`src/rtl/seq_wdog_pkg.sv`:
```
package seq_wdog_pkg;

    localparam int REG_AW = 4;

    typedef enum logic [2:0] {
        ST_IDLE,
        ST_PRE,
        ST_ACTIVE,
        ST_SERVICE,
        ST_TRIPPED
    } wd_state_e;

    localparam logic [15:0] KEY_FIRST  = 16'hA5C6;
    localparam logic [15:0] KEY_SECOND = 16'hDA7E;

    localparam logic [REG_AW-1:0] IDX_ID     = 4'd0;
    localparam logic [REG_AW-1:0] IDX_EMU    = 4'd1;
    localparam logic [REG_AW-1:0] IDX_CNT_LO = 4'd4;
    localparam logic [REG_AW-1:0] IDX_CNT_HI = 4'd5;
    localparam logic [REG_AW-1:0] IDX_PRD_LO = 4'd6;
    localparam logic [REG_AW-1:0] IDX_PRD_HI = 4'd7;
    localparam logic [REG_AW-1:0] IDX_TCTL   = 4'd8;
    localparam logic [REG_AW-1:0] IDX_GCTL   = 4'd9;
    localparam logic [REG_AW-1:0] IDX_WCTL   = 4'd10;

    localparam int WD_EN_BIT   = 14;
    localparam int WD_FLAG_BIT = 15;
    localparam int KEY_LSB     = 16;

endpackage

```
`src/rtl/wdog_counter.sv`:
```
module wdog_counter #(
    parameter int DATA_W = 32,
    parameter int NUM_W  = 2,
    localparam int CNT_W = DATA_W * NUM_W
) (
    input  logic              clk,
    input  logic              rst_n,
    input  logic              run,
    input  logic              clear,
    input  logic [NUM_W-1:0]  release_w,
    input  logic [NUM_W-1:0]  wr_cnt,
    input  logic [NUM_W-1:0]  wr_prd,
    input  logic [DATA_W-1:0] wdata,
    output logic [CNT_W-1:0]  cnt_o,
    output logic [CNT_W-1:0]  prd_o,
    output logic              hit
);

    typedef struct packed {
        logic [CNT_W-1:0] cnt;
        logic [CNT_W-1:0] prd;
    } cnt_st_t;

    cnt_st_t st_d, st_q;
    logic [NUM_W-1:0] word_eq;

    always_comb begin
        st_d = st_q;
        if (run) begin
            st_d.cnt = st_q.cnt + 1'b1;
        end
        for (int w = 0; w < NUM_W; w++) begin
            if (wr_cnt[w]) begin
                st_d.cnt[w*DATA_W +: DATA_W] = wdata;
            end
            if (wr_prd[w]) begin
                st_d.prd[w*DATA_W +: DATA_W] = wdata;
            end
        end
        if (clear) begin
            st_d.cnt = '0;
        end
        for (int w = 0; w < NUM_W; w++) begin
            if (!release_w[w]) begin
                st_d.cnt[w*DATA_W +: DATA_W] = '0;
            end
        end
    end

    always_ff @(posedge clk or negedge rst_n) begin
        if (!rst_n) begin
            st_q <= '0;
        end else begin
            st_q <= st_d;
        end
    end

    for (genvar g = 0; g < NUM_W; g++) begin : g_cmp
        assign word_eq[g] = st_q.cnt[g*DATA_W +: DATA_W] == st_q.prd[g*DATA_W +: DATA_W];
    end

    assign hit   = &word_eq;
    assign cnt_o = st_q.cnt;
    assign prd_o = st_q.prd;

endmodule

```
`src/rtl/wdog_keyfsm.sv`:
```
module wdog_keyfsm
    import seq_wdog_pkg::*;
#(
    parameter int KEY_W = 16
) (
    input  logic             clk,
    input  logic             rst_n,
    input  logic             key_wr,
    input  logic [KEY_W-1:0] key,
    input  logic             en_bit,
    input  logic             arm_ok,
    input  logic             hit,
    output wd_state_e        state_o,
    output logic             clear_cnt,
    output logic             trip_evt
);

    typedef struct packed {
        wd_state_e state;
    } fsm_st_t;

    fsm_st_t st_d, st_q;
    logic    trip;

    always_comb begin
        st_d      = st_q;
        trip      = 1'b0;
        clear_cnt = 1'b0;
        unique case (st_q.state)
            ST_IDLE: begin
                if (key_wr && en_bit && arm_ok && key == KEY_FIRST) begin
                    st_d.state = ST_PRE;
                end
            end
            ST_PRE: begin
                if (key_wr && en_bit && key == KEY_SECOND) begin
                    st_d.state = ST_ACTIVE;
                end
            end
            ST_ACTIVE: begin
                if (hit) begin
                    trip = 1'b1;
                end else if (key_wr) begin
                    if (key == KEY_FIRST) begin
                        st_d.state = ST_SERVICE;
                    end else begin
                        trip = 1'b1;
                    end
                end
            end
            ST_SERVICE: begin
                if (hit) begin
                    trip = 1'b1;
                end else if (key_wr) begin
                    if (key == KEY_SECOND) begin
                        st_d.state = ST_ACTIVE;
                        clear_cnt  = 1'b1;
                    end else begin
                        trip = 1'b1;
                    end
                end
            end
            default: begin
                st_d.state = ST_TRIPPED;
            end
        endcase
        if (trip) begin
            st_d.state = ST_TRIPPED;
        end
    end

    always_ff @(posedge clk or negedge rst_n) begin
        if (!rst_n) begin
            st_q <= '{state: ST_IDLE};
        end else begin
            st_q <= st_d;
        end
    end

    assign trip_evt = trip;
    assign state_o  = st_q.state;

endmodule

```
`src/rtl/wdog_rst_stretch.sv`:
```
module wdog_rst_stretch #(
    parameter int PULSE = 16,
    localparam int CW = $clog2(PULSE + 1)
) (
    input  logic clk,
    input  logic rst_n,
    input  logic fire,
    output logic req
);

    typedef struct packed {
        logic [CW-1:0] left;
    } str_st_t;

    str_st_t st_d, st_q;

    always_comb begin
        st_d = st_q;
        if (fire) begin
            st_d.left = CW'(PULSE);
        end else if (st_q.left != '0) begin
            st_d.left = st_q.left - 1'b1;
        end
    end

    always_ff @(posedge clk or negedge rst_n) begin
        if (!rst_n) begin
            st_q <= '0;
        end else begin
            st_q <= st_d;
        end
    end

    assign req = st_q.left != '0;

endmodule

```
`src/rtl/seq_watchdog.sv`:
```
module seq_watchdog
    import seq_wdog_pkg::*;
#(
    parameter int          DATA_W     = 32,
    parameter int          KEY_W      = 16,
    parameter int          RST_CYCLES = 16,
    parameter logic [31:0] ID_VALUE   = 32'h5744_4701
) (
    input  logic              clk,
    input  logic              rst_n,
    input  logic              wr_en,
    input  logic              rd_en,
    input  logic [REG_AW-1:0] addr,
    input  logic [DATA_W-1:0] wr_data,
    output logic [DATA_W-1:0] rd_data,
    output logic              wd_rst_req
);

    localparam int NUM_W = 2;
    localparam int CNT_W = NUM_W * DATA_W;

    typedef struct packed {
        logic [DATA_W-1:0] tctl;
        logic [DATA_W-1:0] gctl;
        logic [DATA_W-1:0] emu;
        logic [DATA_W-1:0] rdata;
    } reg_st_t;

    reg_st_t          r_d, r_q;
    wd_state_e        fsm_state;
    logic             clear_cnt;
    logic             trip_evt;
    logic             hit;
    logic             locked;
    logic             trip_flag;
    logic             count_en;
    logic             key_wr;
    logic             arm_ok;
    logic [1:0]       run_mode;
    logic [CNT_W-1:0] cnt_val;
    logic [CNT_W-1:0] prd_val;
    logic [NUM_W-1:0] wr_cnt;
    logic [NUM_W-1:0] wr_prd;
    logic [NUM_W-1:0] release_w;

    assign locked    = fsm_state != ST_IDLE;
    assign trip_flag = fsm_state == ST_TRIPPED;
    assign run_mode  = r_q.tctl[7:6];
    assign arm_ok    = r_q.gctl[3:2] == 2'd2;
    assign key_wr    = wr_en && addr == IDX_WCTL;

    for (genvar g = 0; g < NUM_W; g++) begin : g_word
        assign release_w[g] = r_q.gctl[g];
        assign wr_cnt[g]    = wr_en && !locked && addr == (IDX_CNT_LO + REG_AW'(g));
        assign wr_prd[g]    = wr_en && !locked && addr == (IDX_PRD_LO + REG_AW'(g));
    end

    assign count_en = run_mode != 2'd0 && (&release_w) && !trip_flag;

    always_comb begin
        r_d = r_q;
        if (wr_en && !locked) begin
            if (addr == IDX_TCTL) begin
                r_d.tctl = wr_data;
            end
            if (addr == IDX_GCTL) begin
                r_d.gctl = wr_data;
            end
        end
        if (wr_en && addr == IDX_EMU) begin
            r_d.emu = wr_data;
        end
        if (rd_en) begin
            r_d.rdata = '0;
            case (addr)
                IDX_ID:     r_d.rdata = DATA_W'(ID_VALUE);
                IDX_EMU:    r_d.rdata = r_q.emu;
                IDX_CNT_LO: r_d.rdata = cnt_val[DATA_W-1:0];
                IDX_CNT_HI: r_d.rdata = cnt_val[CNT_W-1:DATA_W];
                IDX_PRD_LO: r_d.rdata = prd_val[DATA_W-1:0];
                IDX_PRD_HI: r_d.rdata = prd_val[CNT_W-1:DATA_W];
                IDX_TCTL:   r_d.rdata = r_q.tctl;
                IDX_GCTL:   r_d.rdata = r_q.gctl;
                IDX_WCTL: begin
                    r_d.rdata[WD_EN_BIT]   = locked;
                    r_d.rdata[WD_FLAG_BIT] = trip_flag;
                end
                default:    r_d.rdata = '0;
            endcase
        end
    end

    always_ff @(posedge clk or negedge rst_n) begin
        if (!rst_n) begin
            r_q <= '0;
        end else begin
            r_q <= r_d;
        end
    end

    wdog_counter #(
        .DATA_W (DATA_W),
        .NUM_W  (NUM_W)
    ) i_counter (
        .clk       (clk),
        .rst_n     (rst_n),
        .run       (count_en),
        .clear     (clear_cnt),
        .release_w (release_w),
        .wr_cnt    (wr_cnt),
        .wr_prd    (wr_prd),
        .wdata     (wr_data),
        .cnt_o     (cnt_val),
        .prd_o     (prd_val),
        .hit       (hit)
    );

    wdog_keyfsm #(
        .KEY_W (KEY_W)
    ) i_keyfsm (
        .clk       (clk),
        .rst_n     (rst_n),
        .key_wr    (key_wr),
        .key       (wr_data[KEY_LSB +: KEY_W]),
        .en_bit    (wr_data[WD_EN_BIT]),
        .arm_ok    (arm_ok),
        .hit       (hit),
        .state_o   (fsm_state),
        .clear_cnt (clear_cnt),
        .trip_evt  (trip_evt)
    );

    wdog_rst_stretch #(
        .PULSE (RST_CYCLES)
    ) i_stretch (
        .clk   (clk),
        .rst_n (rst_n),
        .fire  (trip_evt),
        .req   (wd_rst_req)
    );

    assign rd_data = r_q.rdata;

endmodule

```
`config.mk`:
```
export PLATFORM = sky130hd
export DESIGN_NAME = seq_watchdog
export DESIGN_NICKNAME = d
export VERILOG_FILES = /design/src/rtl/seq_wdog_pkg.sv /design/src/rtl/wdog_counter.sv /design/src/rtl/wdog_keyfsm.sv /design/src/rtl/wdog_rst_stretch.sv /design/src/rtl/seq_watchdog.sv
export SDC_FILE = /design/constraint.sdc
export NUM_CORES = 1
export LEC_CHECK = 0
export BUFFER_PORTS_ARGS = -buffer_cell sky130_fd_sc_hd__buf_2
export CAP_MARGIN = 5
export CORE_UTILIZATION = 50
export DETAILED_ROUTE_END_ITERATION = 6
export GPL_ROUTABILITY_DRIVEN = 0
export PLACE_DENSITY = 0.64
export SLEW_MARGIN = 20
export SYNTH_ARGS = -nofsm -noshare
export SYNTH_HDL_FRONTEND = slang
export SYNTH_HIERARCHICAL = 1
export SYNTH_SLANG_ARGS = --single-unit
```
`constraint.sdc`:
```
create_clock -name clk -period 5.2 [get_ports clk]
set_clock_uncertainty 0.2 [all_clocks]
set_input_delay 0 -clock clk [delete_from_list [all_inputs] [get_ports clk]]
set_output_delay 0 -clock clk [all_outputs]
set_load 0.01 [all_outputs]
```
-- Word-level counts from Yosys, hierarchy flattened
Index checks and enable logic that the tools add are counted.
- bits in registers: 264
- input port bits: 40
- output and inout port bits: 33
- eq/ne operators: 27
- reduce and logical (&&, ||, !) cells: 26
- multiplexer cells: 32
- $add $sub $neg: 2
- operators with widths (operator ; number):
    two-way mux 32 bit ; 4
    two-way mux 64 bit ; 2
    one-hot mux 16 bit (8 select lines) ; 1
    one-hot mux 14 bit (8 select lines) ; 1
    adder 64 x 1 -> 64 bit, second input constant ; 1
    equality test 32 bit ; 2
    equality test 16 bit, second input constant ; 2
    two-way mux 3 bit ; 9
    inequality test 3 x 1 -> 1 bit, second input constant ; 6
    one-hot mux 2 bit (9 select lines) ; 1
    equality test 4 x 3 -> 1 bit, second input constant ; 4
    logical AND 1 bit ; 13
    equality test 4 bit, second input constant ; 3
    one-hot mux 3 bit (4 select lines) ; 1
    two-way mux 1 bit ; 10
    two-way mux 5 bit ; 2
    inequality test 4 x 1 -> 1 bit, second input constant ; 2
    AND reduction 2 bit ; 4
    AND reduction 8 bit ; 1
    equality test 3 x 2 -> 1 bit, second input constant ; 2
    inequality test 3 x 2 -> 1 bit, second input constant ; 2
    nonzero test 5 bit ; 1
    subtractor 5 x 1 -> 5 bit, second input constant ; 1
    equality test 4 x 1 -> 1 bit, second input constant ; 1
    9 further kinds ; 11

-- Logic depth before layout (Yosys ltp)
- depth in word-level cells: 8
- depth in mapped cells: 12
- depth with buffers taken out: 10

-- Modules after synthesis
Netlist, hierarchy kept.
- modules (own cells, without submodules) (module ; seq. area each (µm²) ; cells each ; instances ; area an instance (µm²)):
    wdog_counter ; 3203.1 ; 752 ; 1 ; 7413.4
    seq_watchdog ; 3203.1 ; 573 ; 1 ; 6924.1
    wdog_keyfsm ; 75.1 ; 43 ; 1 ; 344.1
    wdog_rst_stretch ; 125.1 ; 25 ; 1 ; 261.5

-- Least setup slack after synthesis
No wires, ideal clock.
- path kind: flip-flop to flip-flop
- start point: register i_counter.st_q, in the netlist i_counter/cnt_o[60]
- end point: register i_counter.st_q, in the netlist i_counter/cnt_o[61]
- buffers on the path: 2
- period minus slack after synthesis: 3.263 ns
- data arrival time: 2.994 ns
- setup slack: 1.937 ns
- stages on the path, launching flop included: 12
- setup time: 0.069 ns
- cells stage by stage: dfrtp_1 -> clkbuf_1 -> xor2_1 -> nor4_1 -> nand4_1 -> nor4_1 -> nor4_1 -> nand2b_1 -> clkbuf_1 -> or4_1 -> or3_1 -> nand3_1
- word-level cells in the longest chain between the ends: 6
- elaborated cells between the ends (all ways): 10
- classes of those cells: add/sub (1); eq/ne (2); mux (6); reduce/logical (1)
- RTL lines (what ; RTL line ; source):
    start, declared ; wdog_counter.sv:24 ; cnt_st_t st_d, st_q;
    start signal, assigned ; wdog_counter.sv:54 ; st_q <= st_d;
    equality test 32 bit * ; wdog_counter.sv:59 ; assign word_eq[g] = st_q.cnt[g*DATA_W +: DATA_W] == st_q.prd[g*DATA_W +: DATA_W];
    AND reduction 2 bit * ; wdog_counter.sv:62 ; assign hit = &word_eq;
    net hit ; seq_watchdog.sv:33 ; logic hit;
    two-way mux 1 bit * ; wdog_keyfsm.sv:52 ; if (hit) begin
    two-way mux 1 bit * ; wdog_keyfsm.sv:29 ; unique case (st_q.state)
    net clear_cnt ; seq_watchdog.sv:31 ; logic clear_cnt;
    two-way mux 64 bit ; wdog_counter.sv:40 ; if (clear) begin
    two-way mux 32 bit ; wdog_counter.sv:44 ; if (!release_w[w]) begin
Mark *: on every way through the listed nets, which the timed path passes. The rest lies on a longest branch. The select of a mux whose other input is x is not followed.
A chain may end at the register's enable or synchronous reset.

-- Final worst setup path
Ends and elaborated chain as after synthesis.

==> results.sh <==
export IMPL_num_antenna_cells=0
export IMPL_numCtsBuffers=29
export IMPL_synthTopCellsByArea="dfrtp_1 (44%), mux2_2 (11%), xor2_1 (4.9%), mux2_4 (3.0%), o21ai_0 (2.1%)"
export IMPL_place_area_sq_mm=0.0154
export IMPL_yosysTopAreaCell="dfrtp_1"
export IMPL_p_comb_share_pct=8.7
export IMPL_drc=0
export IMPL_globalRouteTotalUtil_pct=32.4
export IMPL_drive_gt1_share_pct=25.4
export IMPL_overflow=0
export IMPL_finalHoldViolCount=0
export IMPL_vdd_ir_drop_max_v=0.000258
export IMPL_netlist_area_sq_mm=0.0149
export IMPL_die_y_um=175
export IMPL_clkLatencyLatePin_ns=0.56
export IMPL_reg2reg_depth=10
export IMPL_die_area_sq_mm=0.0306
export IMPL_status="complete, no violations"
export IMPL_fin_util_pct=58.3
export IMPL_synth_commonest_cells="dfrtp_1 (264), mux2_2 (145), xor2_1 (84), nand2_1 (80), o21ai_0 (64)"
export IMPL_viasPerCell=6.68
export IMPL_reg2reg_to="i_counter/cnt_o[61]"
export IMPL_rsz0062_at_grt="no"
export IMPL_num_rows=62
export IMPL_final_area_sq_mm=0.0169
export IMPL_power_leakage_nw=7.82
export IMPL_antenna_left=0
export IMPL_grt_pass1_wl_mm=75.4
export IMPL_start_util_pct=51.5
export IMPL_worst_hold_path_endpoint="rd_data[0]"
export IMPL_cts_buffer_depth=3
export IMPL_fin_crit_ns=3.79
export IMPL_swShare_pct=24.0
export IMPL_critPathCaptureType="flip-flop"
export IMPL_power_total_mw=4.91
export IMPL_switchingPower_mw=1.18
export IMPL_routed_wl_mm=49.3
export IMPL_grt_pass1_vias=11900
export IMPL_hpwl_mm=33.9
export IMPL_dr_pass1_iters=6
export IMPL_antenna_found_initial=0
export IMPL_cts_tree="done"
export IMPL_ys_ff_latch=264
export IMPL_clockPowerShare_pct=46.8
export IMPL_ctsResizeCount=0
export IMPL_htree_levels=1
export IMPL_grt_max_degree=143
export IMPL_syn_to_final_growth_pct=13.1
export IMPL_tns_ns=0
export IMPL_worstMarginPinSlew_ns=1.17
export IMPL_slew_violations=0
export IMPL_port_buffer_count=72
export IMPL_ys_async_sr_fraction_pct=100
export IMPL_worstPathMaxFanout=9
export IMPL_cellPowerDensity_mw_per_mm2=291
export IMPL_layoutNonFillerInstCount=1843
export IMPL_holdPathStages=5
export IMPL_via_count=12300
export IMPL_yosysMostFrequentCell="dfrtp_1"
export IMPL_setup_violations=0
export IMPL_fp_dieW_um=175
export IMPL_synth_warnings=6
export IMPL_ios=73
export IMPL_ff2ff_setup_slack_ns=1.41
export IMPL_clk_pin_slew_ns=0.06
export IMPL_yosysSeqAreaShare_pct=44.2
export IMPL_ys_flop_type="dfrtp_1"
export IMPL_critPathKind="reg2reg"
export IMPL_maxCapViolations=0
export IMPL_cts_root_buf="clkbuf_16"
export IMPL_power_frac_seq_pct=44.5
export IMPL_drtIter0Drc=1486
export IMPL_hold_ws_ns=0.0697
export IMPL_cts_sinks=264
export IMPL_critical_path_arrival_ns=4.08
export IMPL_crit_path_start_kind="flip-flop"
export IMPL_hold_class="in2reg"
export IMPL_synth_cell_types=69
export IMPL_placed_cells_incl_taps=1746
export IMPL_route_detailed_wl_per_inst_um=26.7
export IMPL_p_int_mw=3.73
export IMPL_r2r_start="i_counter/cnt_o[60]"
export IMPL_coreArea_sq_mm=0.0290
export IMPL_syn_inst=1393
export IMPL_dp_worst_setup_slack_ns=1.56
export IMPL_synth_edf_count=0
export IMPL_synth_nets=1435
export IMPL_syn_avg_cell_area_sq_um=10.7
export IMPL_nNetsFinal=1478
export IMPL_hp_start="addr[2]"
export IMPL_fmax_mhz=264
export IMPL_slew_headroom_pct=22.0
export IMPL_layout_setup_ws_ns=1.41
export IMPL_synth_top_cell_area_share_pct=44.2
export IMPL_required_ns=5.49
export IMPL_fin_crit_sh_pct=72.9
critical path, cell delays in order, from the launching register on:
cell and delay [ns]:
dfrtp_1 0.53, xor2_1 0.23, nor4_1 0.59, nand4_1 0.16, nor4_1 0.37, buf_4 0.21
nor4_1 0.13, nand2b_1 0.39, or4_1 0.54, or3_1 0.31, nand3_1 0.08
registers in the layout, summed over array words and instances, names as in the netlist:
name and flops:
i_counter/cnt_o 64, i_counter/prd_o 64, i_keyfsm/state_o 3, i_stretch/st_q 5, r_q 96, rd_data 32
cells by family (layout without fill, tap and decap cells):
| family | Yosys count | in the layout | synth area share [%] |
|---|---|---|---|
| AOI/OAI and AO/OA | 260 | 260 | 11.8 |
| xor gates and xnor gates | 106 | 106 | 6.21 |
| adders and majority gates | 2 | 2 | 0.167 |
| buffers and inverters | 149 | 215 | 5.12 |
| DFF | 264 | 264 | 44.2 |
| muxes | 213 | 213 | 17.3 |
| and+or+nand+nor | 399 | 399 | 15.2 |
worst max-delay path by stage:
| stage | startpoint | to | slack, ns | cells after the start |
|---|---|---|---|---|
| 6_report | i_counter/cnt_o[60] | i_counter/cnt_o[61] | 1.41 | 10 |
| 5_1_grt | i_counter/cnt_o[60] | i_counter/cnt_o[54] | 1.35 | 10 |
| 2_1_floorplan | i_counter/cnt_o[60] | i_counter/cnt_o[61] | 1.94 | 11 |
| 4_1_cts | i_counter/cnt_o[60] | i_counter/cnt_o[61] | 1.53 | 10 |
| 3_3_place_gp | addr[1] | i_counter/prd_o[60] | 1.55 | 6 |
| 3_5_place_dp | i_counter/cnt_o[60] | i_counter/cnt_o[61] | 1.56 | 10 |
cells in the final DEF, fill, tap and decap left out, types with 14 or more instances in the layout:
cell	Yosys	routed
xnor2_1	22	22
nor3_1	17	17
nand3_1	39	37
dfrtp_1	264	264
a31oi_1	16	16
nand2_1	80	80
and3_1	17	17
nor2_1	50	49
mux2i_1	25	25
mux2_4	30	30
nor4_1	49	48
o21ai_0	64	64
a22o_1	20	20
o2bb2ai_1	22	22
nand2b_1	15	15
inv_1	18	17
a22oi_1	14	14
a21oi_1	57	57
mux2_2	145	145
xor2_1	84	84
buf_2	32	71
nand4_1	43	43
buf_4	34	27
clkbuf_16	0	29
dlygate4sd3_1	0	40
layout make-up:
cell class              count  area [sq um]
fillers                  2453         12100
clock inverters            17           246
repair buffers            143          1060
clock buffers              37           816
multi-input cells         980          7620
flip-flops and latches    264          6610
inverters                  18          67.6
well taps                 384           480
timing repair:
action | 4_1_cts | 5_1_grt
hold endpoints to repair | 378 | 0
setup buffers | 0 | 0
setup endpoints to repair | 0 | 0
hold buffers | 41 | 0
routing by layer:
layer  part of all wire [%]  GRT usage [%]  vias to the layer above
li1                       -              -                     5228
met1                     43           47.1                     6222
met2                     44           47.3                      738
met3                    9.9           6.61                      132
met4                    3.7           12.8                        0
met5                      0              0                        -
power groups by stage:
stage / Sequential [mW] / Clock, mW / Combinational [mW]
2_1_floorplan: 2.21 / 0 / 0.253
3_3_place_gp: 2.22 / 0 / 0.391
3_5_place_dp: 2.22 / 0 / 0.400
4_1_cts: 2.19 / 2.32 / 0.426
5_1_grt: 2.20 / 2.39 / 0.461
6_report: 2.19 / 2.30 / 0.426
No activity file was read; power rests on OpenSTA's default activity.
